**src/rtl/tec_pkg.sv**
```systemverilog
package tec_pkg;
  // Strobes from the control half to the datapath half
  typedef struct packed {
    logic entry;  // take a handler this edge
    logic ret;    // leave the handler this edge
    logic vecWr;  // load one handler table entry
  } tecStrobe_t;
endpackage

```
**src/rtl/tec_ctrl.sv**
```systemverilog
module tec_ctrl
  import tec_pkg::*;
#(
  parameter int NUM_IRQ    = 4,
  parameter int CAUSE_W    = 3,
  parameter int VIOL_CAUSE = 7,
  localparam int NUM_VEC   = NUM_IRQ + (1 << CAUSE_W),
  localparam int IDX_W     = $clog2(NUM_VEC)
) (
  input  logic               clk,
  input  logic               rstN,
  input  logic [NUM_IRQ-1:0] irqReq,
  input  logic               trapReq,
  input  logic [CAUSE_W-1:0] trapCause,
  input  logic               retStrobe,
  input  logic               userGo,
  input  logic               vecWrEn,
  input  logic [IDX_W-1:0]   vecWrIdx,
  output tecStrobe_t         st,
  output logic [IDX_W-1:0]   selIdx,
  output logic               userMode,
  output logic               intEnable
);
  logic [NUM_IRQ-1:0] pendQ, lineOneHot;
  logic [IDX_W-1:0]   lineIdx;
  logic modeQ, ieQ, savedModeQ, savedIeQ;
  logic violation, anyPend, takeLine;

  // Lowest-numbered latched line wins
  always_comb begin
    lineIdx    = '0;
    lineOneHot = '0;
    for (int i = NUM_IRQ - 1; i >= 0; i--) begin
      if (pendQ[i]) begin
        lineIdx    = IDX_W'(i);
        lineOneHot = NUM_IRQ'(1) << i;
      end
    end
  end

  assign violation = vecWrEn & modeQ;
  assign anyPend   = |pendQ;
  assign st.entry  = ieQ & (violation | trapReq | anyPend);
  assign st.ret    = retStrobe & ~ieQ;
  assign st.vecWr  = vecWrEn & ~modeQ & (int'(vecWrIdx) < NUM_VEC);
  assign takeLine  = st.entry & ~violation & ~trapReq;

  always_comb begin
    if (violation)    selIdx = IDX_W'(NUM_IRQ + VIOL_CAUSE);
    else if (trapReq) selIdx = IDX_W'(NUM_IRQ + int'(trapCause));
    else              selIdx = lineIdx;
  end

  always_ff @(posedge clk or negedge rstN) begin
    if (!rstN) begin
      pendQ      <= '0;
      modeQ      <= 1'b0;
      ieQ        <= 1'b1;
      savedModeQ <= 1'b0;
      savedIeQ   <= 1'b1;
    end else begin
      pendQ <= (pendQ & ~(takeLine ? lineOneHot : '0)) | irqReq;
      if (st.entry) begin
        savedModeQ <= modeQ;
        savedIeQ   <= ieQ;
        modeQ      <= 1'b0;
        ieQ        <= 1'b0;
      end else if (st.ret) begin
        modeQ <= savedModeQ;
        ieQ   <= savedIeQ;
      end else if (userGo) begin
        modeQ <= 1'b1;
      end
    end
  end

  assign userMode  = modeQ;
  assign intEnable = ieQ;

  AST_ENTRY_MONITOR: assert property (@(posedge clk) disable iff (!rstN)
    st.entry |=> (!modeQ && !ieQ));
  AST_MASKED_KEEPS_PEND: assert property (@(posedge clk) disable iff (!rstN)
    !ieQ |=> ((pendQ & $past(pendQ)) == $past(pendQ)));
  AST_USER_WR_TRAPS: assert property (@(posedge clk) disable iff (!rstN)
    (vecWrEn && modeQ) |-> (st.entry && !st.vecWr));
  AST_RET_RESTORES: assert property (@(posedge clk) disable iff (!rstN)
    st.ret |=> (ieQ == $past(savedIeQ) && modeQ == $past(savedModeQ)));
  AST_ONE_ACTION: assert property (@(posedge clk) disable iff (!rstN)
    !(st.entry && st.ret));
endmodule

```
**src/rtl/tec_datapath.sv**
```systemverilog
module tec_datapath
  import tec_pkg::*;
#(
  parameter int NUM_IRQ  = 4,
  parameter int CAUSE_W  = 3,
  parameter int PC_W     = 16,
  localparam int NUM_VEC = NUM_IRQ + (1 << CAUSE_W),
  localparam int IDX_W   = $clog2(NUM_VEC)
) (
  input  logic             clk,
  input  logic             rstN,
  input  tecStrobe_t       st,
  input  logic [IDX_W-1:0] selIdx,
  input  logic [IDX_W-1:0] vecWrIdx,
  input  logic [PC_W-1:0]  vecWrData,
  input  logic [PC_W-1:0]  curPc,
  output logic             redirect,
  output logic [PC_W-1:0]  redirectPc
);
  logic [PC_W-1:0] vecQ [NUM_VEC];
  logic [PC_W-1:0] savedPcQ;
  logic [PC_W-1:0] target;

  // Handler address table, one register per entry
  for (genvar g = 0; g < NUM_VEC; g++) begin : gVec
    always_ff @(posedge clk or negedge rstN) begin
      if (!rstN)                                     vecQ[g] <= '0;
      else if (st.vecWr && int'(vecWrIdx) == g)      vecQ[g] <= vecWrData;
    end
  end

  always_comb begin
    target = '0;
    for (int k = 0; k < NUM_VEC; k++) begin
      if (int'(selIdx) == k) target = vecQ[k];
    end
  end

  always_ff @(posedge clk or negedge rstN) begin
    if (!rstN) begin
      savedPcQ   <= '0;
      redirect   <= 1'b0;
      redirectPc <= '0;
    end else begin
      redirect <= st.entry | st.ret;
      if (st.entry) begin
        savedPcQ   <= curPc;
        redirectPc <= target;
      end else if (st.ret) begin
        redirectPc <= savedPcQ;
      end
    end
  end

  AST_SAVED_PC_HOLD: assert property (@(posedge clk) disable iff (!rstN)
    !st.entry |=> $stable(savedPcQ));
  AST_REDIRECT_SOURCE: assert property (@(posedge clk) disable iff (!rstN)
    redirect |-> $past(st.entry || st.ret));
  AST_RET_TARGET: assert property (@(posedge clk) disable iff (!rstN)
    st.ret |=> (redirect && redirectPc == $past(savedPcQ)));
endmodule

```
**src/rtl/irq_entry_ctrl.sv**
```systemverilog
module irq_entry_ctrl
  import tec_pkg::*;
#(
  parameter int NUM_IRQ    = 4,
  parameter int CAUSE_W    = 3,
  parameter int PC_W       = 16,
  parameter int VIOL_CAUSE = 7,
  localparam int NUM_VEC   = NUM_IRQ + (1 << CAUSE_W),
  localparam int IDX_W     = $clog2(NUM_VEC)
) (
  input  logic               clk,
  input  logic               rstN,
  input  logic [NUM_IRQ-1:0] irqReq,
  input  logic               trapReq,
  input  logic [CAUSE_W-1:0] trapCause,
  input  logic [PC_W-1:0]    curPc,
  input  logic               retStrobe,
  input  logic               userGo,
  input  logic               vecWrEn,
  input  logic [IDX_W-1:0]   vecWrIdx,
  input  logic [PC_W-1:0]    vecWrData,
  output logic               redirect,
  output logic [PC_W-1:0]    redirectPc,
  output logic               userMode,
  output logic               intEnable
);
  tecStrobe_t       st;
  logic [IDX_W-1:0] selIdx;

  tec_ctrl #(.NUM_IRQ(NUM_IRQ), .CAUSE_W(CAUSE_W), .VIOL_CAUSE(VIOL_CAUSE)) u_ctrl (
    .clk(clk), .rstN(rstN), .irqReq(irqReq), .trapReq(trapReq),
    .trapCause(trapCause), .retStrobe(retStrobe), .userGo(userGo),
    .vecWrEn(vecWrEn), .vecWrIdx(vecWrIdx), .st(st), .selIdx(selIdx),
    .userMode(userMode), .intEnable(intEnable)
  );

  tec_datapath #(.NUM_IRQ(NUM_IRQ), .CAUSE_W(CAUSE_W), .PC_W(PC_W)) u_dp (
    .clk(clk), .rstN(rstN), .st(st), .selIdx(selIdx), .vecWrIdx(vecWrIdx),
    .vecWrData(vecWrData), .curPc(curPc), .redirect(redirect),
    .redirectPc(redirectPc)
  );
endmodule

```
**config.mk**
```make
export PLATFORM = sky130hd
export DESIGN_NAME = irq_entry_ctrl
export DESIGN_NICKNAME = d
export VERILOG_FILES = /design/src/rtl/tec_pkg.sv /design/src/rtl/tec_ctrl.sv /design/src/rtl/tec_datapath.sv /design/src/rtl/irq_entry_ctrl.sv
export SDC_FILE = /design/constraint.sdc
export NUM_CORES = 1
export LEC_CHECK = 0
export ABC_AREA = 1
export BUFFER_PORTS_ARGS = -buffer_cell sky130_fd_sc_hd__buf_2
export CAP_MARGIN = 20
export CORE_MARGIN = 2
export CORE_UTILIZATION = 40
export DETAILED_ROUTE_END_ITERATION = 8
export PLACE_DENSITY = 0.55
export SLEW_MARGIN = 20
export SYNTH_ARGS = -nofsm -noshare
export SYNTH_HDL_FRONTEND = slang
export SYNTH_SLANG_ARGS = --single-unit
```
**constraint.sdc**
```tcl
create_clock -name clk -period 4.3 [get_ports clk]
set_input_delay 0.43 -clock clk [delete_from_list [all_inputs] [get_ports clk]]
set_output_delay 0.43 -clock clk [all_outputs]
set_load 0.005 [all_outputs]
```
; Word level (Yosys, flattened, before mapping)
; Index checks and enable logic that the tools add are counted.
[word_totals]
register_bits = 233
input_bits = 49
out_inout_bits = 19
wordCells = 108
[op_classes]
addsub = 1
magnitude_cmp = 1
eq_ne = 22
mux = 30
bitwise = 17
reduce_logical = 17
[ops]
columns = op, count
row1 = $mux 16, 14
row2 = $eq 4x4->1 const B, 16
row3 = $mux 4, 7
row4 = $eq 4x3->1 const B, 4
row5 = $logic_and 1x1->1, 12
row6 = $eq 4x2->1 const B, 2
row7 = $logic_not 4->1, 2
row8 = $mux 2, 4
row9 = $and 1x1->1, 7
row10 = $mux 1, 5
row11 = $add 3x3->4 const A, 1
row12 = $and 4x4->4, 1
row13 = $lt 4x4->1 const B, 1
row14 = $not 1->1, 4
row15 = $not 4->4, 1
row16 = $or 4x4->4, 1
row17 = $reduce_or 4->1, 1
row18 = $or 1x1->1, 3
row19 = $reduce_bool 3->1, 1
row20 = $reduce_bool 2->1, 1

; Depth between registers and ports, before layout
; Gate-level depths: netlist of the first run.
[depth]
word_depth = 20
ltp_mapped = 17
depth_no_buf = 17

; Modules after synthesis
; From an unflattened synthesis of the first run, not the netlist that was laid out.
[unflattened]
cells_unflattened = 1240
area_unflattened_um2 = 10353.7
[modules_own_cells]
columns = module, n_inst, cells_per_inst, area_per_inst_um2, seq_area_each_um2
row1 = tec_datapath, 1, 1180, 9895.7, 5630.4
row2 = tec_ctrl, 1, 60, 457.9, 202.7

; Least setup slack after synthesis of the first run
; No wires, ideal clock.
[synth_timing]
path_type = register -> register
from = reg u_ctrl.modeQ, in the netlist u_ctrl.userMode
to = reg u_dp.redirectPc[15]
setup_ns = 0.077
arrival_ns = 1.786
required_ns = 4.223
slack_ns = 2.436
path_stages_with_launch = 15
n_path_buf = 1
synth_period_minus_slack_ns = 1.864
cell_sequence = dfrtp_1 nand2_2 inv_1 nor2_4 inv_1 nor3_2 buf_2 nand2_1 nand3_1 nor2_1 nand4_1 nor2_1 nand4_1 nand2_1 a21oi_1
[synth_between]
elab_chain_cells = 16
word_cells_on_any_way = 31
classes_between = eq/ne: 11 / mux: 14 / bitwise: 4 / reduce/logical: 2
[synth_rtl]
columns = element, line_no
row1 = start: declaration, tec_ctrl.sv:26  ; logic modeQ, ieQ, savedModeQ, savedIeQ;
row2 = start signal: assignment, tec_ctrl.sv:69  ; modeQ <= savedModeQ;
row3 = $and 1x1->1 (*), tec_ctrl.sv:41  ; assign violation = vecWrEn & modeQ;
row4 = $mux 4, tec_ctrl.sv:49  ; if (violation) selIdx = IDX_W'(NUM_IRQ + VIOL_CAUSE);
row5 = $logic_not 4->1, tec_datapath.sv:35  ; if (int'(selIdx) == k) target = vecQ[k];
row6 = $mux 16 (12 in a row), tec_datapath.sv:35
row7 = $mux 16, tec_datapath.sv:46  ; if (st.entry) begin
row8 = end signal: assignment, tec_datapath.sv:48  ; redirectPc <= target;
row9 = end signal: assignment, tec_datapath.sv:50  ; redirectPc <= savedPcQ;
row10 = end: declaration, tec_datapath.sv:18  ; output logic [PC_W-1:0] redirectPc
; Every way passes the cells marked *; elsewhere a longest branch is shown, timed or not.
; A chain may end at the register's enable or synchronous reset.

; Worst setup path after layout of the first run
[layout_timing]
from = reg u_ctrl.modeQ, in the netlist u_ctrl.userMode
to = reg u_dp.redirectPc[5]
; The elaborated chain is that of the path after synthesis.

==> impl_summary.md, run 1 <==
GRT
The first global-routing pass estimated 46090 µm of wire. Global routing finished with a remaining overflow of 0. The initial antenna violation count was 0. The met2 global-route usage is around 34%. For met3 alone, demand over resource in global routing was 3.114%. The overall routing resource usage is between 20% and 30%. The most congested layer reported by global routing is met2. The global routing usage on met1 is ~33%. The via count of the first global-routing pass is between 7000 and 8000. The pin count of the biggest net entering global routing is 119.

Timing
The final-layout worst hold slack is -0.01157 ns. The number of endpoints with negative hold slack in the final report was 1. The number of pins exceeding their max-slew limit in the final report is 0. For the pin with the worst max-slew slack, the measured transition is 0.9371 ns. The clock skew after layout is 0.009479 ns.

The highest clock rate is 387.9 MHz. Setup total negative slack on the finished layout was measured at 0 ns. Setup repair after global routing left no endpoint under its margin.

The shortest clock period the worst path allows after layout is between 2 and 3 ns. The setup-violating endpoint count in the final report is 0. The final cycle utilization of the critical path is 59.95%. The worst-case headroom to the max-slew limit is a little under two fifths.

Setup path
The category of cells accounting for the largest share of critical-path delay is simple AND/OR/NAND/NOR gates. For the worst setup path, the data arrival time is slightly above 3 ns. The highest net fanout along the worst path is 17. The number of buffer and inverter stages on the critical path is 2.

STA classifies the critical path startpoint as a register. Data on the critical path is required at its endpoint by around 4.8 ns. The cell with the largest stage delay on the worst path is nor3_4. The critical path goes through nand2_2 -> inv_1 -> nor2_4 -> inv_1 -> nor3_4 -> nand2_1 -> nand3_1 -> nor2_1 -> nand4_1 -> nor2_1 -> nand4_1 -> nand2_1 -> a21oi_1. On the worst path, the slowest cell contributes a delay of around 0.58 ns. STA classifies the critical path endpoint as a register. The setup path with the least slack is of type register to register.

Clock tree
The insertion delay of the later-clocked pin in the worst-skew pair is between 0.5 and 0.6 ns. TritonCTS built the clock tree. TritonCTS created 26 clock buffers. The depth of the CTS H-tree is 1. The clock tree buffer depth is 3.

Once the clock tree was built, the resizer swapped 0 gates to a different size. The TritonCTS sink count is approximately 230. The tree is rooted in a clkbuf_16. Clock-pin slew was measured on the worst setup and hold paths at 0.06 ns. The number of setup buffers added after CTS is 0.

Buffers inserted to repair hold after CTS numbered 0.

Drt
The detail route stage leaves a number of antenna-violating nets equal to 0. The pre-antenna-repair detailed-routing pass consisted of 5 iterations. The routed length per instance is between 15 and 20 µm. For this block, the via count after detailed routing is 8354.

The wire length after detailed routing is about 30000 µm. Dividing the detail-routed via count by the number of cells gives 5.060. The count of routing violations after the opening detailed-route iteration is roughly 720. The number of design rule violations left after detail routing is 0.

Power and ir drop
The overall power is between 5 and 6 mW. The total power divided by cell area is 478.6 nW/µm². Across the VDD grid, the largest voltage drop is a little under 0.0003 V. The leakage power of the design is roughly 5.7 nW.

Placed design
The half-perimeter wire length after placement is around 19000 µm. The number of I/O port buffers is between 60 and 70. The routability congestion estimate from global placement is 0.7957.

Final layout
At the end of the flow the core is filled with cells to roughly 47%. The post-route netlist has 12.49% of its cells at a drive strength greater than 1. The number of nets in the layout is 1351.

The signed area change from the synthesized netlist to the final layout is 14.40%. The library cell used most frequently in the layout, excluding fill and tap cells, is nand2_1. The total of fill cells in the finished design is about 2600. The library cells used most frequently in the layout, excluding fill and tap cells, are 419 x nand2_1, 231 x dfrtp_1, 194 x o21ai_0. The repair_antennas step left the layout with diodes totalling 0.

Floorplan
From left edge to right edge, the die measures 164.7 µm. Once the floorplan was initialized, standard cells occupied just over 40% of the core. The number of top-level pins is slightly below 70. The core region area is between 20000 and 30000 µm². The full die area is about 27000 µm².

After floorplanning, the core was divided into 58 placement rows. The floorplan step set the die height to between 150 and 200 µm.

Job
The reported max-cap violation count is 0.

Synthesis
When the netlist entered floorplanning its net count stood at 1313. The dominant register cell in the synthesized netlist is dfrtp_1. Yosys mapped a number of flops with a built-in enable equal to 0. The netlist uses 28 different library cells. Of the synthesized area, sequential elements account for 56.45%. Summing every instance area after synthesis gives just over 10000 µm². The flip-flop and latch count after synthesis is around 230. By area the synthesized netlist is led by dfrtp_1 56%, nand2_1 15%, o21ai_0 9.4%, nor2_1 4.5%, a21oi_1 2.5%. The synthesized area per cell is ~8.2 µm².

Of all flip-flops after synthesis, the portion carrying an async set or reset was between 90% and 100%. The number of warnings printed during yosys synthesis is 0. Summed over its instances, the top area cell type makes up approximately 56% of the synthesized netlist area.

Synthesis handed over a netlist of 1264 instances. The synthesized design spends more area on one cell type than any other, namely dfrtp_1.

Status
The flow ran to the end, but the final reports show violations. The checks that failed: negative hold slack.

Min path
The worst hold path belongs to the class primary input to async pin.
-- power breakdown --
part | internal, mW | switching, mW
logic | 0.253 | 0.423
registers | 2.57 | 0.210
clock network | 1.32 | 0.885
total | 4.14 | 1.52
-- cells in the mapped netlist (2+ instances only) --
library cell and instances:
inv_2 10, nand2_2 5, a21o_1 2, nand2_4 2, buf_2 8, nand2_1 421
nor2_1 124, nand3_1 26, dfrtp_1 231, inv_1 62, clkbuf_1 65, dfstp_2 2
o21bai_1 2, nor3_4 4, nand3_2 2, nor2_4 7, or2_1 2, nand4_1 35
buf_4 2, a21oi_1 51, o21ai_0 194
-- final cells by class --
cell class | instances | area [µm²] | area share [%]
Clock buffer | 43 | 835.8 | 7.070
Clock inverter | 4 | 23.77 | 0.2011
Inverter | 73 | 276.5 | 2.339
Multi-Input combinational cell | 882 | 3919 | 33.15
Sequential cell | 233 | 5833 | 49.34
Tap cell | 330 | 412.9 | 3.493
Timing Repair Buffer | 86 | 520.5 | 4.403
-- through the flow --
stage               area [µm²]  std cells  setup WS [ns]
floorplan                10330       1264          2.436
global placement         10940       1603          1.595
detailed placement       10960       1604          1.579
CTS                      11820       1651          1.631
global route             11820       1651          1.415
finish                   11820       1651          1.722
-- cells by family (layout without fill, tap and decap cells) --
group,Yosys count,in the layout,share of synthesized area (%)
DFF,233,233,56.45
AOI/OAI and AO/OA,250,250,12.20
buffers and inverters,149,206,5.679
and+or+nand+nor,632,632,25.67
-- flip-flops by register name, summed over array words and instances, names as in the netlist --
| signal | cells |
|---|---|
| u_ctrl.intEnable | 1 |
| u_ctrl.pendQ | 4 |
| u_ctrl.savedIeQ | 1 |
| u_ctrl.savedModeQ | 1 |
| u_ctrl.userMode | 1 |
| u_dp.redirect | 1 |
| u_dp.redirectPc | 16 |
| u_dp.savedPcQ | 16 |
| u_dp.vecQ | 192 |
-- final timing paths --
check                                 from                  to  slack, ns  cells past startpoint
hold reg to reg             u_dp.vecQ[157]      u_dp.vecQ[157]       0.48                      2
setup reg to reg           u_ctrl.userMode  u_dp.redirectPc[5]       1.72                     13
max in group asynchronous             rstN      u_dp.vecQ[185]       3.40                      2
hold / removal                        rstN     u_ctrl.pendQ[3]      -0.01                      1
setup / recovery           u_ctrl.userMode  u_dp.redirectPc[5]       1.72                     13
min in group clk                 irqReq[2]     u_ctrl.pendQ[2]       0.08                      2
-- layer usage --
metal	routed length, µm	part of all wire, %	up-vias
met5	0	0	-
met4	768	2.6	0
met3	1349	4.6	48
met2	12540	43	193
met1	14550	50	3987
li1	-	-	4126
Power figures use the tool's default switching activity.
==> inputs of run 2 (changes only) <==
- clock period: 4.3 -> 2.5 ns (I/O delays scaled with it)
==> run 2 against run 1 <==
The flow now finishes without violations. Final cell count up 2.8%. Count of clock-buffer cells in the layout is 1 lower. Die area stayed put. Fmax grew 12%. Global-route usage shrank 0.39 points. Clock skew rose by 0.00081 ns. Setup slack got worse by 1.5 ns.
==> impl_summary.md, run 2 (synthesis gave the netlist of run 1 again) <==
Status
The run finished with clean final reports.

Setup path
The arrival time of the worst setup path is ~2.7 ns. In this run the critical register-to-register path is launched from u_ctrl.pendQ[2]. STA classifies the critical path startpoint as a register. The data required time of the worst path is between 2 and 3 ns. The highest net fanout along the worst path is 9. The critical path starts at u_ctrl.pendQ[2]. The critical path endpoint category is a register. The start-to-end type of the worst setup path is register to register.

Timing
The worst path uses 91.95% of the clock period. The clock skew after layout is just over 0.01 ns. Setup repair after global routing left no endpoint under its margin. Setup violations remaining at the end of the flow were counted as 0. Derived from the worst setup path, the maximum achievable clock frequency is 435.0 MHz. The number of pins exceeding their max-slew limit in the final report is 0. The number of endpoints with negative hold slack in the final report is 0. The shortest clock period the worst path allows after layout is 2.299 ns. The worst-case headroom to the max-slew limit is between 50 and 60%. At the pin with the least slew margin, the transition time is 0.6077 ns. Summed over all failing endpoints, the final setup total negative slack is 0 ns.

Clock tree
TritonCTS built the clock tree. Clock tree synthesis inserted a total of 26 buffers. CTS built an H-tree with a depth of 1. The clock tree buffer depth is 3. The root buffer cell chosen for the clock tree is clkbuf_16. CTS saw between 200 and 250 sinks. After clock tree synthesis, the clock-pin slew on the worst setup and hold paths is roughly 0.06 ns.

The insertion delay of the later-clocked pin in the worst-skew pair is 0.54 ns.

Final layout
In the final layout, the share of cells above drive strength 1 is around 14%. The commonest non-fill, non-tap cell in the layout is nand2_1. The repair_antennas step left the layout with diodes totalling 0. The area growth from synthesis to layout is 19.25%.

The total of fill cells in the finished design is around 2500. The register with the most flip-flops in the layout has between 150 and 200 of them. The largest registers in the layout are u_dp.vecQ (192), u_dp.redirectPc (16), u_dp.savedPcQ (16). The number of nets in the layout is 1397.

The top cell types in the final layout, fill and taps aside, are 421 x nand2_1, 231 x dfrtp_1, 194 x o21ai_0. Ranked by flip-flop count, first place goes to u_dp.vecQ. Once layout is complete, the utilization of the core stands at 48.80%.

Floorplan
The floorplan step defined a core boundary enclosing about 25000 µm². The floorplan step defined a die boundary enclosing approximately 27000 µm². Row generation in the floorplan step produced 58 rows. The number of top-level pins is 68. The die is approximately 160 µm tall.

For this configuration, the core starts out at a cell density of between 40 and 50%. The die width is ~160 µm.

Drt
The detailed router placed 8479 vias in this run. For this run, the detailed router's first-pass iteration total came to 5. After the first detailed-routing iteration, the DRC count stood at 572. In the routed design, unresolved DRC markers number 0. After detailed routing, the total wire length is between 20000 and 30000 µm.

The detail-routed via count per cell is ~5. Dividing the detail-routed wire length by the instance count gives between 15 and 20 µm. The count of nets left with antenna violations once routing finished came out at 0.

GRT
The pin count of the biggest net entering global routing is 68. The via count of the first global-routing pass is 8117. The first global-routing pass estimated between 40000 and 50000 µm of wire.

In the global route stage, overall resource usage came out at between 20% and 30%. The total overflow reported by the global router is 0. The initial antenna violation count is 0.

Job
Max-cap violations in this run came to 0.

Placed design
The routability congestion estimate from global placement is 0.8104. Buffers placed on the I/O ports in this run total 67. Summed over all nets, the half-perimeter wirelength after detailed placement is 19200 µm.

Power and ir drop
The leakage power of the design is 5.981 nW. The total power divided by cell area is between 800 and 900 nW/µm². The worst supply voltage drop on vdd is 0.0006020 V.

Min path
The critical hold path startpoint is vecWrData[13]. The worst hold path class is primary input to register.
-- run 2: changes by cell type in the layout (fill, tap and decap cells not counted), sizes merged --
| cell | before | now |
|---|---|---|
| bufinv | 0 | 4 |
| buf | 86 | 109 |
| clkbuf | 43 | 42 |
| clkinv | 3 | 2 |
| inv | 74 | 73 |
| dlygate4sd3 | 0 | 23 |
-- run 2: path summary, 6_finish.rpt --
path | end | cells past startpoint | slack (ns)
setup / recovery | u_dp.redirectPc[5] | 17 | 0.20
hold / removal | u_dp.vecQ[93] | 3 | 0.16
setup reg to reg | u_dp.redirectPc[5] | 17 | 0.20
hold reg to reg | u_dp.vecQ[59] | 2 | 0.48
max in group asynchronous | u_ctrl.intEnable | 3 | 1.44
min in group asynchronous | u_dp.vecQ[155] | 2 | 0.24
-- run 2: metrics by stage --
stage                     cells  area, µm²  hold slack (ns)  worst slack (ns)  total power [mW]
after floorplan            1264      10330         -0.04559            0.6364             5.532
after global placement     1625      11130           0.2651            0.1889             5.994
after detailed placement   1625      11130           0.2612            0.1507             6.036
after CTS                  1696      12290           0.1625            0.1289             10.20
after global routing       1698      12320           0.1978           0.03784             10.66
final                      1698      12320           0.1580            0.2011             10.12
-- run 2: routing by layer --
metal  vias to the layer above  global-route usage [%]  part of all wire (%)
li1                       4214                       -                     -
met1                      4028                   31.99                    48
met4                         0                   5.415                   2.0
met5                         -                       0                     0
met3                        39                   3.164                   5.3
met2                       198                   34.10                    45
-- run 2: repair_timing --
item | CTS | global route
endpoints found under the setup margin | 0 | 14
gates resized for setup | 0 | 4
hold buffers | 23 | 0
hold endpoints to repair | 82 | 0
buffers inserted | 0 | 2
-- run 2: layout make-up --
cell class / count / area, µm² / area share [%]
inverter: 73 / 279.0 / 2.264
sequential: 233 / 5833 / 47.33
clock buffer: 42 / 790.8 / 6.417
timing repair buffer: 132 / 940.9 / 7.635
tap: 330 / 412.9 / 3.351
multi-input combinational: 882 / 3925 / 31.85
clock inverter: 6 / 141.4 / 1.147
-- run 2: critical path, cell delays in order, from the launching register on --
cell,delay [ns]
dfrtp_1,0.39
inv_1,0.07
nand2_1,0.06
nand2_1,0.07
nand2_1,0.06
nand2_2,0.09
buf_4,0.21
buf_4,0.19
nor3_4,0.04
buf_4,0.17
buf_4,0.15
buf_4,0.13
nand2_1,0.06
nand4_1,0.14
nor2_1,0.14
nand4_1,0.09
nand2_1,0.06
a21oi_1,0.05
-- run 2: power breakdown --
| part | switching, mW | internal (mW) | total (mW) |
|---|---|---|---|
| clock network | 1.55 | 2.57 | 4.12 |
| logic | 0.738 | 0.484 | 1.22 |
| registers | 0.358 | 4.42 | 4.78 |
| total | 2.65 | 7.47 | 10.1 |
==> inputs of run 3 (changes only) <==
- BUFFER_PORTS_ARGS: -buffer_cell sky130_fd_sc_hd__buf_2 -> -buffer_cell sky130_fd_sc_hd__buf_4
- CELL_PAD_IN_SITES_DETAIL_PLACEMENT: not set -> 1
- CELL_PAD_IN_SITES_GLOBAL_PLACEMENT: not set -> 1
- GPL_ROUTABILITY_DRIVEN: not set -> 1
- PLACE_DENSITY: 0.55 -> 0.69
==> run 3 against run 2 <==
Count of clock-buffer cells in the layout increased by 2. Fmax rose by 0.48%. Hold slack better by 0.029 ns. Die area did not move. Register-to-register slack about the same. Sequential power is essentially flat.
==> impl_summary.md, run 3 (synthesis gave the netlist of run 1 again) <==
Power and ir drop
The total power divided by cell area is around 800 nW/µm². In this run the static leakage power is 5.973 nW. Across the VDD grid, the largest voltage drop is between 0.0004 and 0.0005 V.

GRT
The initial antenna violation count is 0. After global routing the overflow that remains totals 0. Entering global routing, the biggest net connects 71 pins. The via count of the first global-routing pass is around 8900. The overall routing resource usage is approximately a quarter. The first global-routing pass estimated between 40000 and 50000 µm of wire.

Timing
Adding up every negative setup slack in the final design gives 0 ns. Setup violations remaining at the end of the flow were counted as 0. The pin slew with the least headroom to its limit is 0.6299 ns.

Dividing the final minimum period by the clock period gives 91.52%. The clock skew after layout is roughly 0.0095 ns. The highest clock rate is between 400 and 500 MHz. The number of endpoints with negative hold slack in the final report is 0. For the finished layout, the period the worst path requires is between 2 and 2.5 ns. Setup slack on the critical path of the routed design comes to around 0.21 ns. The number of pins exceeding their max-slew limit in the final report is 0.

The final-layout worst hold slack is ~0.19 ns. The worst pin sits at a relative slew slack of 57.87%. Setup repair after global routing left no endpoint under its margin.

Setup path
The number of cells on the worst reg-to-reg path is 15. The launching instance or port of the critical path is u_ctrl.pendQ[0]. The minimum setup slack among reg-to-reg paths is about 0.21 ns.

The critical path goes through nor2_2 -> nand3_2 -> nand2_4 -> inv_4 -> nand2_4 -> nor2_4 -> buf_4 -> nand2_1 -> nand3_1 -> nor2_1 -> nand4_1 -> nor2_1 -> nand4_1 -> nand2_1 -> a21oi_1. Data on the critical path is required at its endpoint by between 2 and 3 ns. The number of buffer and inverter stages on the critical path is 2.

The arrival time of the worst setup path is ~2.7 ns. The critical path endpoint category is a register. The longest individual stage delay on the worst path is about 0.42 ns. The endpoint of the most critical register-to-register path is u_dp.redirectPc[4].

On the critical path, the stage with the largest delay is an instance of dfrtp_1. The cell family contributing the most delay on the critical path is simple AND/OR/NAND/NOR gates. The worst setup path is of the register to register kind. The highest net fanout along the worst path is 8. The number of stages on the worst setup path is 15. The source of the worst register-to-register timing path is u_ctrl.pendQ[0]. The kind of launch point of the worst setup path is a register.

The critical path ends at u_dp.redirectPc[4].

Floorplan
The full die area is roughly 27000 µm². The floorplan row count is just under 60. The floorplan step set the die height to 164.7 µm. From left edge to right edge, the die measures 164.7 µm. The number of top-level pins is 68. The region available for standard cell placement spans between 20000 and 30000 µm². Once the floorplan was initialized, standard cells occupied about two fifths of the core.

Placed design
The half-perimeter wire length after placement is roughly 21000 µm. The number of I/O port buffers is 67. The routability congestion estimate from global placement is 0.7893.

The worst slack at placement is slightly above 0.08 ns.

Final layout
The register with the most flip-flops in the final layout is u_dp.vecQ. The number of antenna diodes in the final layout is 0. In the layout the commonest cells are 421 x nand2_1, 231 x dfrtp_1, 194 x o21ai_0. The largest registers in the layout are u_dp.vecQ (192), u_dp.redirectPc (16), u_dp.savedPcQ (16). The signed area change from the synthesized netlist to the final layout is 19.76%. Of the cells placed in the final design, the portion with a size suffix greater than 1 is 13.32%. Leaving out fill and tap cells, the most frequent cell in the layout is nand2_1. The number of flip-flops under the largest register name is roughly 190. The number of nets in the layout is 1394.

Status
The flow ran to the end, and the final reports show no timing, DRC or antenna violations.

Clock tree
Buffers inserted during clock tree synthesis total 27. Clock tree synthesis selected as its root buffer the cell clkbuf_16. The insertion delay of the later-clocked pin in the worst-skew pair is between 0.5 and 0.6 ns. CTS built an H-tree with a depth of 1.

The TritonCTS sink count is between 200 and 250. The clock transition at the register clock pins on the worst setup and hold paths after CTS is approximately 0.06 ns. TritonCTS built the clock tree. The clock tree buffer depth is 3.

Drt
Before antenna repair, the detailed router went through 4 iterations. The count of routing violations after the opening detailed-route iteration is between 400 and 500. Dividing the detail-routed via count by the number of cells gives between 5 and 6.

The routed design has around 31000 µm of wire. The routed length per instance is between 15 and 20 µm. The residual antenna-violating net count after detailed routing is 0.

The number of design rule violations left after detail routing is 0. The total number of vias is 8718.

Min path
The min-delay analysis places its worst path in the category primary input to register.

Job
Max-cap violations in this run came to 0.
[run 3: cell count changes in the layout (fill, tap and decap cells not counted), sizes merged]
cell	delta
bufinv	-4
clkinv	+2
buf	-4
inv	+2
clkbuf	+2
[run 3: worst min path at each step]
| stage | cells after the start | slack, ns | startpoint | to |
|---|---|---|---|---|
| 2_1_floorplan | 0 | -0.05 | rstN | u_ctrl.pendQ[0] |
| 3_3_place_gp | 1 | 0.20 | rstN | u_dp.vecQ[155] |
| 3_5_place_dp | 1 | 0.20 | rstN | u_ctrl.pendQ[2] |
| 4_1_cts | 3 | 0.19 | vecWrData[7] | u_dp.vecQ[135] |
| 5_1_grt | 3 | 0.22 | vecWrData[4] | u_dp.vecQ[164] |
| 6_report | 3 | 0.19 | vecWrData[4] | u_dp.vecQ[4] |
[run 3: cell type report]
| type | count | area, µm² |
|---|---|---|
| tap | 330 | 412.9 |
| inverter | 73 | 276.5 |
| clock inverter | 6 | 37.54 |
| clock buffer | 44 | 819.5 |
| multi-input combinational | 882 | 3920 |
| fill | 3030 | 12880 |
| sequential | 233 | 5833 |
| timing repair buffer | 128 | 1076 |
[run 3: per-layer routing]
layer  wire length, µm  up-vias  global-route usage (%)
met5                 0        -                       0
met4               731        0                   5.968
met3              1023       49                   2.712
met2             14930      134                   39.79
met1             14060     4321                   32.05
li1                  -     4214                       -
[run 3: what timing repair did]
item | in CTS | in global routing
resized for setup | 0 | 1
setup buffers | 0 | 5
hold buffers | 23 | 0
endpoints found under the setup margin | 0 | 13
endpoints found under the hold margin | 73 | 0
[run 3: worst reg2reg max path: cells and delay by family, from the launching register on]
| family | cells | cell delay, ns |
|---|---|---|
| AND/OR/NAND/NOR | 12 | 1.41 |
| flip-flops | 1 | 0.42 |
| buffers and inverters | 2 | 0.26 |
| AO/OA/AOI/OAI | 1 | 0.07 |
[run 3: metrics by stage]
stage	instance area, µm²	util [%]	power, mW	instances
floorplan	10330	-	5.532	1264
global placement	11240	44.53	6.019	1618
finish	12380	49.00	9.853	1696
CTS	12330	48.83	9.953	1691
detailed placement	11240	44.53	6.092	1618
global route	12380	49.00	10.35	1696
[run 3: where the power goes]
part           switching (mW)  internal [mW]
combinational           0.750          0.511
sequential              0.372           4.42
clock                    1.57           2.23
